$ cat config.mk
export PLATFORM = sky130hd
export DESIGN_NAME = por_init_seq
export DESIGN_NICKNAME = d
export VERILOG_FILES = /design/src/rtl/por_seq_pkg.sv /design/src/rtl/por_rst_sync.sv /design/src/rtl/por_phase_cnt.sv /design/src/rtl/por_seq_fsm.sv /design/src/rtl/por_init_seq.sv
export SDC_FILE = /design/constraint.sdc
export NUM_CORES = 1
export LEC_CHECK = 0
export BUFFER_PORTS_ARGS = -buffer_cell sky130_fd_sc_hd__buf_2
export CAP_MARGIN = 15
export CORE_MARGIN = 2
export CORE_UTILIZATION = 55
export CTS_CLUSTER_SIZE = 25
export DETAILED_ROUTE_END_ITERATION = 10
export GPL_ROUTABILITY_DRIVEN = 0
export GPL_TIMING_DRIVEN = 0
export PLACE_DENSITY = 0.8
export SLEW_MARGIN = 20
export SYNTH_ARGS = -nofsm -noshare
export SYNTH_HDL_FRONTEND = slang
export SYNTH_HIERARCHICAL = 1
export SYNTH_SLANG_ARGS = --single-unit
$ cat constraint.sdc
create_clock -name clk_i -period 3.1 [get_ports clk_i]
set_input_delay 0.62 -clock clk_i [delete_from_list [all_inputs] [get_ports clk_i]]
set_output_delay 0.62 -clock clk_i [all_outputs]
set_load 0.01 [all_outputs]
$ cat src/rtl/por_seq_pkg.sv
package por_seq_pkg;

  typedef enum logic [3:0] {
    ST_IDLE_RST  = 4'd0,
    ST_PLL_RAMP  = 4'd1,
    ST_FWD_HOLD  = 4'd2,
    ST_BIST_GO   = 4'd3,
    ST_BIST_WAIT = 4'd4,
    ST_LOAD_GO   = 4'd5,
    ST_LOAD_WAIT = 4'd6,
    ST_CLK_HOLD  = 4'd7,
    ST_SETTLE    = 4'd8,
    ST_RUN       = 4'd9,
    ST_FAULT     = 4'd15
  } seq_state_e;

endpackage

$ cat src/rtl/por_rst_sync.sv
module por_rst_sync #(
  parameter int STAGES = 2
) (
  input  logic clk_i,
  input  logic rst_ni,
  output logic rst_sync_no
);

  logic [STAGES-1:0] chain_q;

  always_ff @(posedge clk_i or negedge rst_ni) begin
    if (!rst_ni) begin
      chain_q <= '0;
    end else begin
      chain_q <= {chain_q[STAGES-2:0], 1'b1};
    end
  end

  assign rst_sync_no = chain_q[STAGES-1];

endmodule

$ cat src/rtl/por_phase_cnt.sv
module por_phase_cnt #(
  parameter int W = 9
) (
  input  logic         clk_i,
  input  logic         rst_ni,
  input  logic         clr_i,
  input  logic         en_i,
  output logic [W-1:0] cnt_o
);

  logic [W-1:0] cnt_d, cnt_q;
  logic         cnt_we;

  always_comb begin
    cnt_we = clr_i | en_i;
    cnt_d  = clr_i ? '0 : cnt_q + 1'b1;
  end

  always_ff @(posedge clk_i or negedge rst_ni) begin
    if (!rst_ni) begin
      cnt_q <= '0;
    end else if (cnt_we) begin
      cnt_q <= cnt_d;
    end
  end

  assign cnt_o = cnt_q;

endmodule

$ cat src/rtl/por_seq_fsm.sv
module por_seq_fsm
  import por_seq_pkg::*;
#(
  parameter int PLL_TIMEOUT   = 64,
  parameter int SETTLE_CYCLES = 264,
  parameter int CW            = 9
) (
  input  logic          clk_i,
  input  logic          rst_ni,
  input  logic          pll_lock_i,
  input  logic          fwd_rst_i,
  input  logic          bist_done_i,
  input  logic          load_done_i,
  input  logic [CW-1:0] cnt_i,
  output logic          cnt_clr_o,
  output logic          cnt_en_o,
  output logic          pll_ramp_o,
  output logic          srom_oe_no,
  output logic          bist_start_o,
  output logic          load_start_o,
  output logic          ext_clk_en_o,
  output logic          run_en_o,
  output logic          err_o,
  output logic [3:0]    status_o
);

  localparam logic [CW-1:0] PLL_LAST    = CW'(PLL_TIMEOUT - 1);
  localparam logic [CW-1:0] SETTLE_LAST = CW'(SETTLE_CYCLES - 1);

  seq_state_e state_q, state_d;

  always_comb begin
    state_d = state_q;
    unique case (state_q)
      ST_IDLE_RST:  state_d = ST_PLL_RAMP;
      ST_PLL_RAMP: begin
        if (pll_lock_i || (cnt_i == PLL_LAST)) begin
          state_d = fwd_rst_i ? ST_FWD_HOLD : ST_FAULT;
        end
      end
      ST_FWD_HOLD:  if (!fwd_rst_i)  state_d = ST_BIST_GO;
      ST_BIST_GO:   state_d = ST_BIST_WAIT;
      ST_BIST_WAIT: if (bist_done_i) state_d = ST_LOAD_GO;
      ST_LOAD_GO:   state_d = ST_LOAD_WAIT;
      ST_LOAD_WAIT: if (load_done_i) state_d = ST_CLK_HOLD;
      ST_CLK_HOLD:  if (!fwd_rst_i)  state_d = ST_SETTLE;
      ST_SETTLE:    if (cnt_i == SETTLE_LAST) state_d = ST_RUN;
      ST_RUN:       state_d = ST_RUN;
      ST_FAULT:     state_d = ST_FAULT;
      default:      state_d = ST_FAULT;
    endcase
  end

  always_ff @(posedge clk_i or negedge rst_ni) begin
    if (!rst_ni) begin
      state_q <= ST_IDLE_RST;
    end else begin
      state_q <= state_d;
    end
  end

  always_comb begin
    cnt_clr_o    = (state_d != state_q);
    cnt_en_o     = (state_q == ST_PLL_RAMP) || (state_q == ST_SETTLE);
    pll_ramp_o   = (state_q == ST_PLL_RAMP);
    srom_oe_no   = !((state_q == ST_FWD_HOLD)  || (state_q == ST_BIST_GO) ||
                     (state_q == ST_BIST_WAIT) || (state_q == ST_LOAD_GO) ||
                     (state_q == ST_LOAD_WAIT));
    bist_start_o = (state_q == ST_BIST_GO);
    load_start_o = (state_q == ST_LOAD_GO);
    ext_clk_en_o = (state_q == ST_SETTLE) || (state_q == ST_RUN);
    run_en_o     = (state_q == ST_RUN);
    err_o        = (state_q == ST_FAULT);
    status_o     = state_q;
  end


  bist_pulse_chk: assert property (@(posedge clk_i) disable iff (!rst_ni)
    bist_start_o |=> !bist_start_o);


  load_pulse_chk: assert property (@(posedge clk_i) disable iff (!rst_ni)
    load_start_o |=> !load_start_o);


  load_after_bist_chk: assert property (@(posedge clk_i) disable iff (!rst_ni)
    $rose(load_start_o) |-> $past(bist_done_i));


  run_after_clk_chk: assert property (@(posedge clk_i) disable iff (!rst_ni)
    $rose(run_en_o) |-> $past(ext_clk_en_o));


  settle_bound_chk: assert property (@(posedge clk_i) disable iff (!rst_ni)
    (state_q == ST_SETTLE) |-> (cnt_i <= SETTLE_LAST));


  ramp_bound_chk: assert property (@(posedge clk_i) disable iff (!rst_ni)
    pll_ramp_o |-> (cnt_i <= PLL_LAST));


  oe_clk_excl_chk: assert property (@(posedge clk_i) disable iff (!rst_ni)
    !(!srom_oe_no && ext_clk_en_o));


  err_sticky_chk: assert property (@(posedge clk_i) disable iff (!rst_ni)
    err_o |=> err_o);

endmodule

$ cat src/rtl/por_init_seq.sv
module por_init_seq #(
  parameter int PLL_TIMEOUT   = 64,
  parameter int SETTLE_CYCLES = 264,
  parameter int SYNC_STAGES   = 2
) (
  input  logic       clk_i,
  input  logic       rst_ni,
  input  logic       pll_lock_i,
  input  logic       fwd_rst_i,
  input  logic       bist_done_i,
  input  logic       load_done_i,
  output logic       pll_ramp_o,
  output logic       srom_oe_no,
  output logic       bist_start_o,
  output logic       load_start_o,
  output logic       ext_clk_en_o,
  output logic       run_en_o,
  output logic       err_o,
  output logic [3:0] status_o
);

  localparam int MAX_PHASE = (PLL_TIMEOUT > SETTLE_CYCLES) ? PLL_TIMEOUT : SETTLE_CYCLES;
  localparam int CW        = $clog2(MAX_PHASE + 1);

  logic          rst_sync_n;
  logic          cnt_clr, cnt_en;
  logic [CW-1:0] cnt;

  por_rst_sync #(.STAGES(SYNC_STAGES)) u_rst_sync (
    .clk_i       (clk_i),
    .rst_ni      (rst_ni),
    .rst_sync_no (rst_sync_n)
  );

  por_phase_cnt #(.W(CW)) u_phase_cnt (
    .clk_i  (clk_i),
    .rst_ni (rst_sync_n),
    .clr_i  (cnt_clr),
    .en_i   (cnt_en),
    .cnt_o  (cnt)
  );

  por_seq_fsm #(
    .PLL_TIMEOUT   (PLL_TIMEOUT),
    .SETTLE_CYCLES (SETTLE_CYCLES),
    .CW            (CW)
  ) u_fsm (
    .clk_i        (clk_i),
    .rst_ni       (rst_sync_n),
    .pll_lock_i   (pll_lock_i),
    .fwd_rst_i    (fwd_rst_i),
    .bist_done_i  (bist_done_i),
    .load_done_i  (load_done_i),
    .cnt_i        (cnt),
    .cnt_clr_o    (cnt_clr),
    .cnt_en_o     (cnt_en),
    .pll_ramp_o   (pll_ramp_o),
    .srom_oe_no   (srom_oe_no),
    .bist_start_o (bist_start_o),
    .load_start_o (load_start_o),
    .ext_clk_en_o (ext_clk_en_o),
    .run_en_o     (run_en_o),
    .err_o        (err_o),
    .status_o     (status_o)
  );

endmodule

==> impl_metrics.ini, run 1 <==
[power_and_ir_drop]
powerDensity_nw_per_um2 = 297.7
seqPwrFrac = 0.616
swShare = 0.2378
combPwrFrac = 0.032
ir_drop_v = 0.0002343
power.leakage_nw = 0.4711
pwr-share-clk = 0.352
total_power_mw = 0.3293
internal_power_mw = 0.2510
p_sw_mw = 0.07830

[clocking]
clkSlewWorstSetupHoldPaths_ns = 0.10
cts_hold_buf = 0
cts_tree = yes
clk_latency_ns = 0.29
cts_root_buf = clkbuf_4
clk_path_buf_depth = 2
cts_buffers = 3
cts_resized = 0
cts_sinks = 15
cts_max_level = 1
post_cts_buffers = 0

[die]
core_sq_um = 1689
start_util = 0.5785
die_x_microns = 46.15
rows = 15
fp.dieH_microns = 46.15
die_area_sq_um = 2130
boundaryPins = 17

[timing]
finalCritPeriodShare = 0.8026
fin_setup_tns_ns = 0
rsz0062_at_grt = false
fin_ws_ns = 0.6120
worst_slew_pin_slew_ns = 0.5486
slew_violations = 0
finClkSkew_ns = 0.002647
hold_violations = 0
min_period_ns = 2.488
setup_violations = 0
fmax_ghz = 0.4019
max_slew_margin = 0.6342
hold-worst-slack_ns = 0.09353

[flow_run]
cap_violations = 0

[global_route]
grt_pass1_vias = 746
antenna_found_initial = 0
grt_usage = 0.2123
grt_pass1_wl_microns = 3174
gr-total-overflow = 0
grt_max_degree = 14

[synth]
synth_seq_area_share = 0.3841
yosys.area.top_type_share = 0.3841
synth_largest_area_cell = dfrtp_1
netlist_area_sq_um = 977.2
synthCells = 101
synthTopCellsByArea = dfrtp_1 (38%), buf_6 (4.6%), nor2_1 (4.6%)
yosys_warnings = 6
synth_nets = 108
synth.ff_latch_count = 15
syn_area_per_cell_sq_um = 9.675
yosys.cell_types.count = 42

[placement]
place_area_sq_um = 1079
dp.cells = 134
io_buffers = 16
dp_slack_ns = 0.3518
hpwl_microns = 1426

[critical_path]
endpoint_kind = register
rr_worst_depth = 9
critPathKind = reg2reg
crit_arrival_ns = 2.71
rr_startpoint = u_phase_cnt/cnt_o[3]$_DFFE_PN0P_
cp_data_required_time_ns = 3.32
cp-start-kind = register
startpoint = u_phase_cnt/cnt_o[3]$_DFFE_PN0P_
crit_path_max_fanout = 10

[cells_and_area]
nNetsFinal = 129
antenna_cells = 0
area.growth.synth_to_final_pct = 13.19
final_cell_area_sq_um = 1106
final_core_util = 0.6548
drive_gt1_frac = 0.3058
layout.cells.non_filler = 138

[drt]
wl_per_cell_microns = 14.31
detail_route.iter0.violations = 14
postRouteAntennaNets = 0
wirelength_microns = 1975
viasPerCell = 5.841
firstDrtPassIters = 4
vias = 806
post-route-drc-count = 0

[worst_hold_path]
hp-class = in2async

[status]
status = finished clean
worst max-delay path, cell delays in order (launching register included):
cell and delay [ns]:
dfrtp_1 0.48, and4b_2 0.25, a31oi_1 0.14, o21ai_0 0.25, a21bo_2 0.17, o21a_1 0.12
buf_6 0.14, o2111ai_4 0.19, or4_1 0.53, a21oi_1 0.15
state kept, by name, indices dropped and copies added, names as in the netlist:
name / flops
u_rst_sync/chain_q: 2
u_fsm/status_o: 4
u_phase_cnt/cnt_o: 9
layout make-up:
cell class	instances	area [sq um]
buffer	7	70.07
clock buffer	3	22.52
clock inverter	1	5.005
fill	144	583.1
inverter	4	15.01
multi-input combinational	75	516.7
sequential	15	375.4
tap	17	21.27
timing repair buffer	16	80.08
path summary, 6_finish.rpt:
kind	end	slack [ns]
worst max-delay path	u_phase_cnt/cnt_o[7]$_DFFE_PN0P_	0.61
worst min-delay path	u_rst_sync/chain_q[1]$_DFF_PN0_	0.09
worst max register to register	u_phase_cnt/cnt_o[7]$_DFFE_PN0P_	0.61
worst min register to register	u_phase_cnt/cnt_o[6]$_DFFE_PN0P_	0.23
max in group asynchronous	u_phase_cnt/cnt_o[3]$_DFFE_PN0P_	2.51
min in group clk_i	u_rst_sync/chain_q[1]$_DFF_PN0_	0.36
cells by family after synthesis:
family	Yosys count	synth area share
compound gates	24	0.2061
mux	1	0.01024
flops	15	0.3841
xor+xnor	5	0.04482
simple gates	43	0.2510
buf+inv	11	0.08706
fa+ha+maj	1	0.01280
other cells	1	0.003838
cells in the mapped netlist:
cell	n
o21ai_0	3
a31o_2	1
nand2b_1	1
and3_1	1
nor3_1	2
or3_2	1
and4bb_2	1
nor4b_1	1
clkbuf_8	1
xor2_1	3
mux2i_1	1
o2111ai_4	1
o211ai_1	1
or4_1	3
nor3b_1	1
a21oi_1	6
or3_1	2
o21a_1	2
o31ai_4	1
and3_2	2
and2_1	2
nand4_1	3
buf_6	4
inv_1	4
a221oi_2	1
nand3_1	3
o31ai_1	3
nand4b_1	1
a21bo_2	1
nand2_1	5
and4b_2	1
xnor2_1	2
ha_1	1
a211o_1	1
buf_4	1
clkbuf_1	1
conb_1	1
nor2_2	1
a31oi_1	2
o22a_1	1
dfrtp_1	15
nor2_1	12
power by group through the flow:
stage          sequential (mW)  combinational (mW)  clock (mW)
4_1_cts                  0.203              0.0106       0.116
3_3_place_gp             0.207              0.0101           0
2_1_floorplan            0.205             0.00527           0
6_report                 0.203              0.0106       0.116
5_1_grt                  0.204              0.0120       0.123
3_5_place_dp             0.207              0.0106           0
layout by cell type (no fill, tap or decap), types with 2 or more instances in the layout:
master	instances
nand3_1	3
dfrtp_1	15
or4_1	3
clkbuf_4	3
nor3_1	2
inv_1	4
buf_2	16
nand2_1	5
o31ai_1	3
a31oi_1	2
o21ai_0	3
and2_1	2
o21a_1	2
buf_6	4
nand4_1	3
a21oi_1	6
and3_2	2
or3_1	2
nor2_1	12
xor2_1	3
xnor2_1	2
metal layers:
metal | routed length, microns | global-route usage | vias up
li1 | - | - | 405
met1 | 933 | 0.2592 | 386
met2 | 957 | 0.3583 | 11
met3 | 37 | 0.02353 | 4
met4 | 46 | 0.1200 | 0
met5 | 0 | 0 | -
No activity file was read; power rests on OpenSTA's default activity.
==> run 2, diff against run 1 <==
--- a/config.mk
+++ b/config.mk
@@ -8,12 +8,12 @@
 export BUFFER_PORTS_ARGS = -buffer_cell sky130_fd_sc_hd__buf_2
 export CAP_MARGIN = 15
 export CORE_MARGIN = 2
-export CORE_UTILIZATION = 55
+export CORE_UTILIZATION = 54
 export CTS_CLUSTER_SIZE = 25
 export DETAILED_ROUTE_END_ITERATION = 10
 export GPL_ROUTABILITY_DRIVEN = 0
 export GPL_TIMING_DRIVEN = 0
-export PLACE_DENSITY = 0.8
+export PLACE_DENSITY = 0.78
 export SLEW_MARGIN = 20
 export SYNTH_ARGS = -nofsm -noshare
 export SYNTH_HDL_FRONTEND = slang
==> constraint.sdc (replaced) <==
create_clock -name clk_i -period 2.4 [get_ports clk_i]
set_input_delay 0.48 -clock clk_i [delete_from_list [all_inputs] [get_ports clk_i]]
set_output_delay 0.48 -clock clk_i [all_outputs]
set_load 0.01 [all_outputs]
==> run 2 against run 1 <==
  * Wire length up 11%
  * Final area up 7.6%
  * Critical path depth is 1 lower
  * Sequential cell count unchanged
  * Non-clock buffer count increased by 5
  * Critical path type unchanged
  * Largest power group unchanged
  * Highest routed layer unchanged
==> impl_metrics.ini, run 2 (synthesis results as in run 1) <==
[placement]
hpwl_microns = 1466
dp_slack_ns = -0.1783
place_area_sq_um = 1089
io_buffers = 16

[critical_path]
crit_chain = or3_2 -> a31oi_1 -> a211o_1 -> o21a_1 -> buf_6 -> o2111ai_4 -> or4_4 -> a21oi_2
crit_path_max_fanout = 8
cp_data_required_time_ns = 2.61
cp_slowest_cell = or3_2
crit_path_end = u_phase_cnt/cnt_o[8]$_DFFE_PN0P_
cpPeakStageDelay_ns = 0.48
startpoint = u_fsm/status_o[1]$_DFF_PN0_
endpoint_kind = register
rr_startpoint = u_fsm/status_o[1]$_DFF_PN0_
critPathKind = reg2reg
rr_endpoint = u_phase_cnt/cnt_o[8]$_DFFE_PN0P_
r2r_slack_ns = 0.09
crit_arrival_ns = 2.52
cp-start-kind = register
rr_worst_depth = 8

[drt]
detail_route.iter0.violations = 26
postRouteAntennaNets = 0
post-route-drc-count = 0
firstDrtPassIters = 4
wl_met2_microns = 1105
wl_met1_microns = 953
wl_per_cell_microns = 14.50
viasPerCell = 5.901
top_layer = met4
dr_wl_met3_microns = 103
wirelength_microns = 2190
vias = 891

[timing]
min_period_ns = 2.312
finClkSkew_ns = 0.001850
setup_violations = 0
max_slew_margin = 0.6514
worst_slew_pin_slew_ns = 0.5229
fin_ws_ns = 0.08821
fin_setup_tns_ns = 0
fmax_ghz = 0.4326
hold_violations = 0
slew_violations = 0
rsz0062_at_grt = false
finalCritPeriodShare = 0.9632

[cells_and_area]
mostFrequentLayoutCells = buf_2 (16), nor2_1 (12), dfrtp_1 (11)
final_core_util = 0.6967
final_common_cell = buf_2
final_cell_area_sq_um = 1190
drive_gt1_frac = 0.4048
largest_reg_flops = 9
nNetsFinal = 134
area.growth.synth_to_final_pct = 21.77
antenna_cells = 0

[die]
rows = 15
die_x_microns = 46.54
boundaryPins = 17
start_util = 0.5722
fp.dieH_microns = 46.54
die_area_sq_um = 2166
core_sq_um = 1708

[clocking]
cts_sinks = 15
cts_max_level = 1
cts_tree = yes
clkSlewWorstSetupHoldPaths_ns = 0.08
clk_path_buf_depth = 2
clk_latency_ns = 0.28
cts_buffers = 3
cts_root_buf = clkbuf_4

[global_route]
grt_pass1_vias = 754
grt_pass1_wl_microns = 3325
gr-total-overflow = 0
antenna_found_initial = 0
grt_usage = 0.2204
grt_max_degree = 14

[power_and_ir_drop]
ir_drop_v = 0.0003436
power.leakage_nw = 0.4910
total_power_mw = 0.4174
powerDensity_nw_per_um2 = 350.7

[flow_run]
cap_violations = 0

[worst_hold_path]
hp-class = reg2async

[status]
status = finished clean
-- run 2: cell count changes in the layout (fill, tap and decap cells not counted), moves of 2 or more --
cell | before | now
a21oi_1 | 6 | 4
a21oi_2 | 0 | 2
dfrtp_1 | 15 | 11
or4_1 | 3 | 1
buf_4 | 1 | 5
or4_4 | 0 | 2
dfrtp_2 | 0 | 4
-- run 2: area by class of cell --
class / instances / area (sq um)
Buffer: 7 / 70.07
Clock buffer: 4 / 26.28
Fill cell: 136 / 518.0
Inverter: 4 / 15.01
Multi-Input combinational cell: 75 / 546.8
Sequential cell: 15 / 380.4
Tap cell: 25 / 31.28
Timing Repair Buffer: 21 / 120.1
-- run 2: worst min path at each step --
stage / from / endpoint / depth (start not counted) / slack [ns]
floorplan: u_rst_sync/chain_q[1]$_DFF_PN0_ / u_fsm/status_o[0]$_DFF_PN0_ / 0 / 0.16
global placement: u_rst_sync/chain_q[1]$_DFF_PN0_ / u_fsm/status_o[0]$_DFF_PN0_ / 0 / 0.24
detailed placement: u_rst_sync/chain_q[1]$_DFF_PN0_ / u_fsm/status_o[0]$_DFF_PN0_ / 0 / 0.24
CTS: u_rst_sync/chain_q[1]$_DFF_PN0_ / u_fsm/status_o[0]$_DFF_PN0_ / 0 / 0.24
global route: u_rst_sync/chain_q[1]$_DFF_PN0_ / u_fsm/status_o[0]$_DFF_PN0_ / 0 / 0.29
finish: u_rst_sync/chain_q[1]$_DFF_PN0_ / u_fsm/status_o[0]$_DFF_PN0_ / 0 / 0.22
-- run 2: layer usage --
metal	vias to the layer above	track usage
li1	416	-
met1	437	0.2910
met2	34	0.3417
met3	4	0.03922
met4	0	0.1143
met5	-	0
-- run 2: metrics by stage --
step	hold WS (ns)	cells
after CTS	0.2416	150
after global placement	0.2355	142
after detailed placement	0.2392	142
after floorplan	0.1604	101
final	0.2158	151
after global routing	0.2856	151
-- run 2: where the power goes --
part           total (mW)  switching [mW]  leakage (nW)  internal, mW
Sequential          0.262         0.00609         0.179         0.255
Clock               0.140          0.0752        0.0150        0.0645
Combinational      0.0162         0.00820         0.297       0.00798
-- run 2: critical path, delay by kind of cell, from the launching register on --
kind | cells | cell delay, ns
simple gates | 2 | 0.94
compound gates | 5 | 0.79
flops | 1 | 0.42
buf+inv | 1 | 0.11
-- run 2: timing repair --
item                       CTS  global route
gates resized for setup      5             7
hold endpoints to repair     2             0
buffers inserted             3             1
setup endpoints to repair    2             4
pin swaps                    2             5
gates cloned                 0             0
hold buffers                 1             0
==> run 3, diff against run 2 <==
--- a/config.mk
+++ b/config.mk
@@ -17,5 +17,4 @@
 export SLEW_MARGIN = 20
 export SYNTH_ARGS = -nofsm -noshare
 export SYNTH_HDL_FRONTEND = slang
-export SYNTH_HIERARCHICAL = 1
 export SYNTH_SLANG_ARGS = --single-unit
==> run 3 against run 2 <==
  * Non-clock buffer count shrank 6
  * Via count shrank 11%
  * Maximum frequency is 16% higher
  * Sequential share of layout area increased by 1.4 points
  * Highest routed layer unchanged
==> impl_metrics.ini, run 3 <==
[critical_path]
rr_worst_depth = 5
critPathKind = reg2out
cp-start-kind = register
crit_path_max_fanout = 10
cp_data_required_time_ns = 1.92
rr_startpoint = u_phase_cnt.cnt_o[0]$_DFFE_PN0P_
endpoint_kind = output pin
rr_endpoint = u_phase_cnt.cnt_o[2]$_DFFE_PN0P_
crit_arrival_ns = 1.52
r2r_slack_ns = 0.43

[global_route]
antenna_found_initial = 0
grt_max_degree = 14
grt_usage = 0.2233
grt_pass1_wl_microns = 3277
grt_pass1_vias = 741
gr-total-overflow = 0

[drt]
viasPerCell = 5.638
top_layer = met4
wl_per_cell_microns = 14.33
vias = 795
dr_wl_met3_microns = 94
wl_met2_microns = 1035
firstDrtPassIters = 4
postRouteAntennaNets = 0
detail_route.iter0.violations = 13
wl_met1_microns = 882
wirelength_microns = 2020
post-route-drc-count = 0

[synth]
synth_enable_flop_cells = 0
synth_nets = 102
yosys_warnings = 0
syn_area_per_cell_sq_um = 10.30
synth_largest_area_cell = dfrtp_1
synth_most_common_cell = dfrtp_1
yosys.area.top_type_share = 0.3836
yosys.cell_types.count = 42
synth_seq_area_share = 0.3836
yosys-top-cells-count = dfrtp_1 (15), a211oi_1 (8), xor2_1 (6)
netlist_area_sq_um = 978.4
synthTopCellsByArea = dfrtp_1 (38%), a211oi_1 (6.1%), xor2_1 (5.4%)
synth.ff_latch_count = 15
synthCells = 95
async_flop_share = 1.000
ys.flop_type = dfrtp_1

[die]
rows = 15
boundaryPins = 17
fp.dieH_microns = 46.57
die_x_microns = 46.57
die_area_sq_um = 2168
core_sq_um = 1708
start_util = 0.5729

[clocking]
clk_path_buf_depth = 2
cts_sinks = 15
cts_resized = 0
cts_max_level = 1
clk_latency_ns = 0.28
cts_root_buf = clkbuf_4
cts_buffers = 3
clkSlewWorstSetupHoldPaths_ns = 0.08
cts_tree = yes

[flow_run]
cap_violations = 0

[timing]
fin_setup_tns_ns = 0
finalCritPeriodShare = 0.8319
worst_slew_pin_slew_ns = 0.6287
finClkSkew_ns = 0.003731
slew_violations = 0
min_period_ns = 1.997
fin_ws_ns = 0.4033
hold_violations = 0
setup_violations = 0
fmax_ghz = 0.5008
max_slew_margin = 0.5808
rsz0062_at_grt = false

[cells_and_area]
regArea_sq_um = 375.4
area.growth.synth_to_final_pct = 15.09
nNetsFinal = 124
mostFrequentLayoutCells = buf_2 (18), dfrtp_1 (15), a211oi_1 (8)
final_common_cell = buf_2
drive_gt1_frac = 0.2845
antenna_cells = 0
final.fill_count = 142
multiInputGateArea_sq_um = 555.5
largest_reg_flops = 9

[placement]
hpwl_microns = 1473
io_buffers = 16
dp_slack_ns = 0.4782

[power_and_ir_drop]
powerDensity_nw_per_um2 = 375.8
power.leakage_nw = 0.4934
ir_drop_v = 0.0003807

[worst_hold_path]
hp-class = reg2async

[status]
status = finished clean
-- run 3: cell count changes in the layout (fill, tap and decap cells not counted), moves of 3 or more --
cell,delta
nor2_1,-7
xor2_1,+3
dfrtp_2,-4
buf_4,-5
a211oi_1,+8
dfrtp_1,+4
o31ai_1,-3
-- run 3: area by class of cell --
class	instances	share of cell area
sequential	15	0.3333
tap	25	0.02778
inverter	3	0.01000
clock buffer	4	0.02333
multi-input combinational	72	0.4933
timing repair buffer	17	0.08000
buffer	5	0.03222
-- run 3: critical path, stage by stage, from the launching register on --
cell and delay [ns]:
dfrtp_1 0.40, buf_2 0.18, nand2_1 0.14, nor2_1 0.08
or3_1 0.29, buf_2 0.14
-- run 3: worst max path at each step --
stage / start / to / slack (ns) / depth (start not counted)
global placement: u_phase_cnt.cnt_o[0]$_DFFE_PN0P_ / u_phase_cnt.cnt_o[1]$_DFFE_PN0P_ / 0.51 / 5
CTS: u_fsm.status_o[1]$_DFF_PN0_ / srom_oe_no / 0.41 / 5
finish: u_fsm.status_o[1]$_DFF_PN0_ / srom_oe_no / 0.40 / 5
global route: u_phase_cnt.cnt_o[0]$_DFFE_PN0P_ / u_phase_cnt.cnt_o[6]$_DFFE_PN0P_ / 0.29 / 5
detailed placement: u_phase_cnt.cnt_o[0]$_DFFE_PN0P_ / u_phase_cnt.cnt_o[1]$_DFFE_PN0P_ / 0.48 / 5
floorplan: u_phase_cnt.cnt_o[0]$_DFFE_PN0P_ / u_phase_cnt.cnt_o[0]$_DFFE_PN0P_ / 0.74 / 5
-- run 3: power breakdown --
| part | total [mW] | leakage, nW | switching, mW | internal (mW) |
|---|---|---|---|---|
| registers | 0.263 | 0.184 | 0.00743 | 0.256 |
| logic | 0.0181 | 0.294 | 0.00921 | 0.00890 |
| clock network | 0.142 | 0.0150 | 0.0770 | 0.0646 |
-- run 3: cell families (layout without fill, tap and decap cells) --
group,Yosys count,in the layout,synth area share
and+or+nand+nor,35,35,0.2468
AOI/OAI and AO/OA,24,24,0.1982
DFF,15,15,0.3836
xor gates and xnor gates,9,9,0.08057
buffers and inverters,8,29,0.04859
muxes,2,2,0.02557
adders and majority gates,1,1,0.01279
other,1,1,0.003833
-- run 3: stage by stage --
| step | instance area (sq um) | total power, mW | hold slack (ns) | instances | utilization |
|---|---|---|---|---|---|
| final | 1126 | 0.4231 | 0.2192 | 141 | 0.6593 |
| after floorplan | 978.4 | 0.2764 | 0.1604 | 95 | - |
| after global routing | 1126 | 0.4441 | 0.2630 | 141 | 0.6593 |
| after global placement | 1090 | 0.2844 | 0.2332 | 136 | 0.6381 |
| after CTS | 1126 | 0.4269 | 0.2353 | 141 | 0.6593 |
| after detailed placement | 1090 | 0.2849 | 0.2272 | 136 | 0.6381 |
-- run 3: layer usage --
layer,global-route usage,vias up
li1,-,390
met2,0.3806,22
met3,0.07059,2
met4,0.05143,0
met5,0,-
met1,0.2725,381
-- run 3: repair_timing --
item | CTS | global route
hold endpoints to repair | 2 | 0
buffers inserted | 0 | 0
hold buffers | 1 | 0
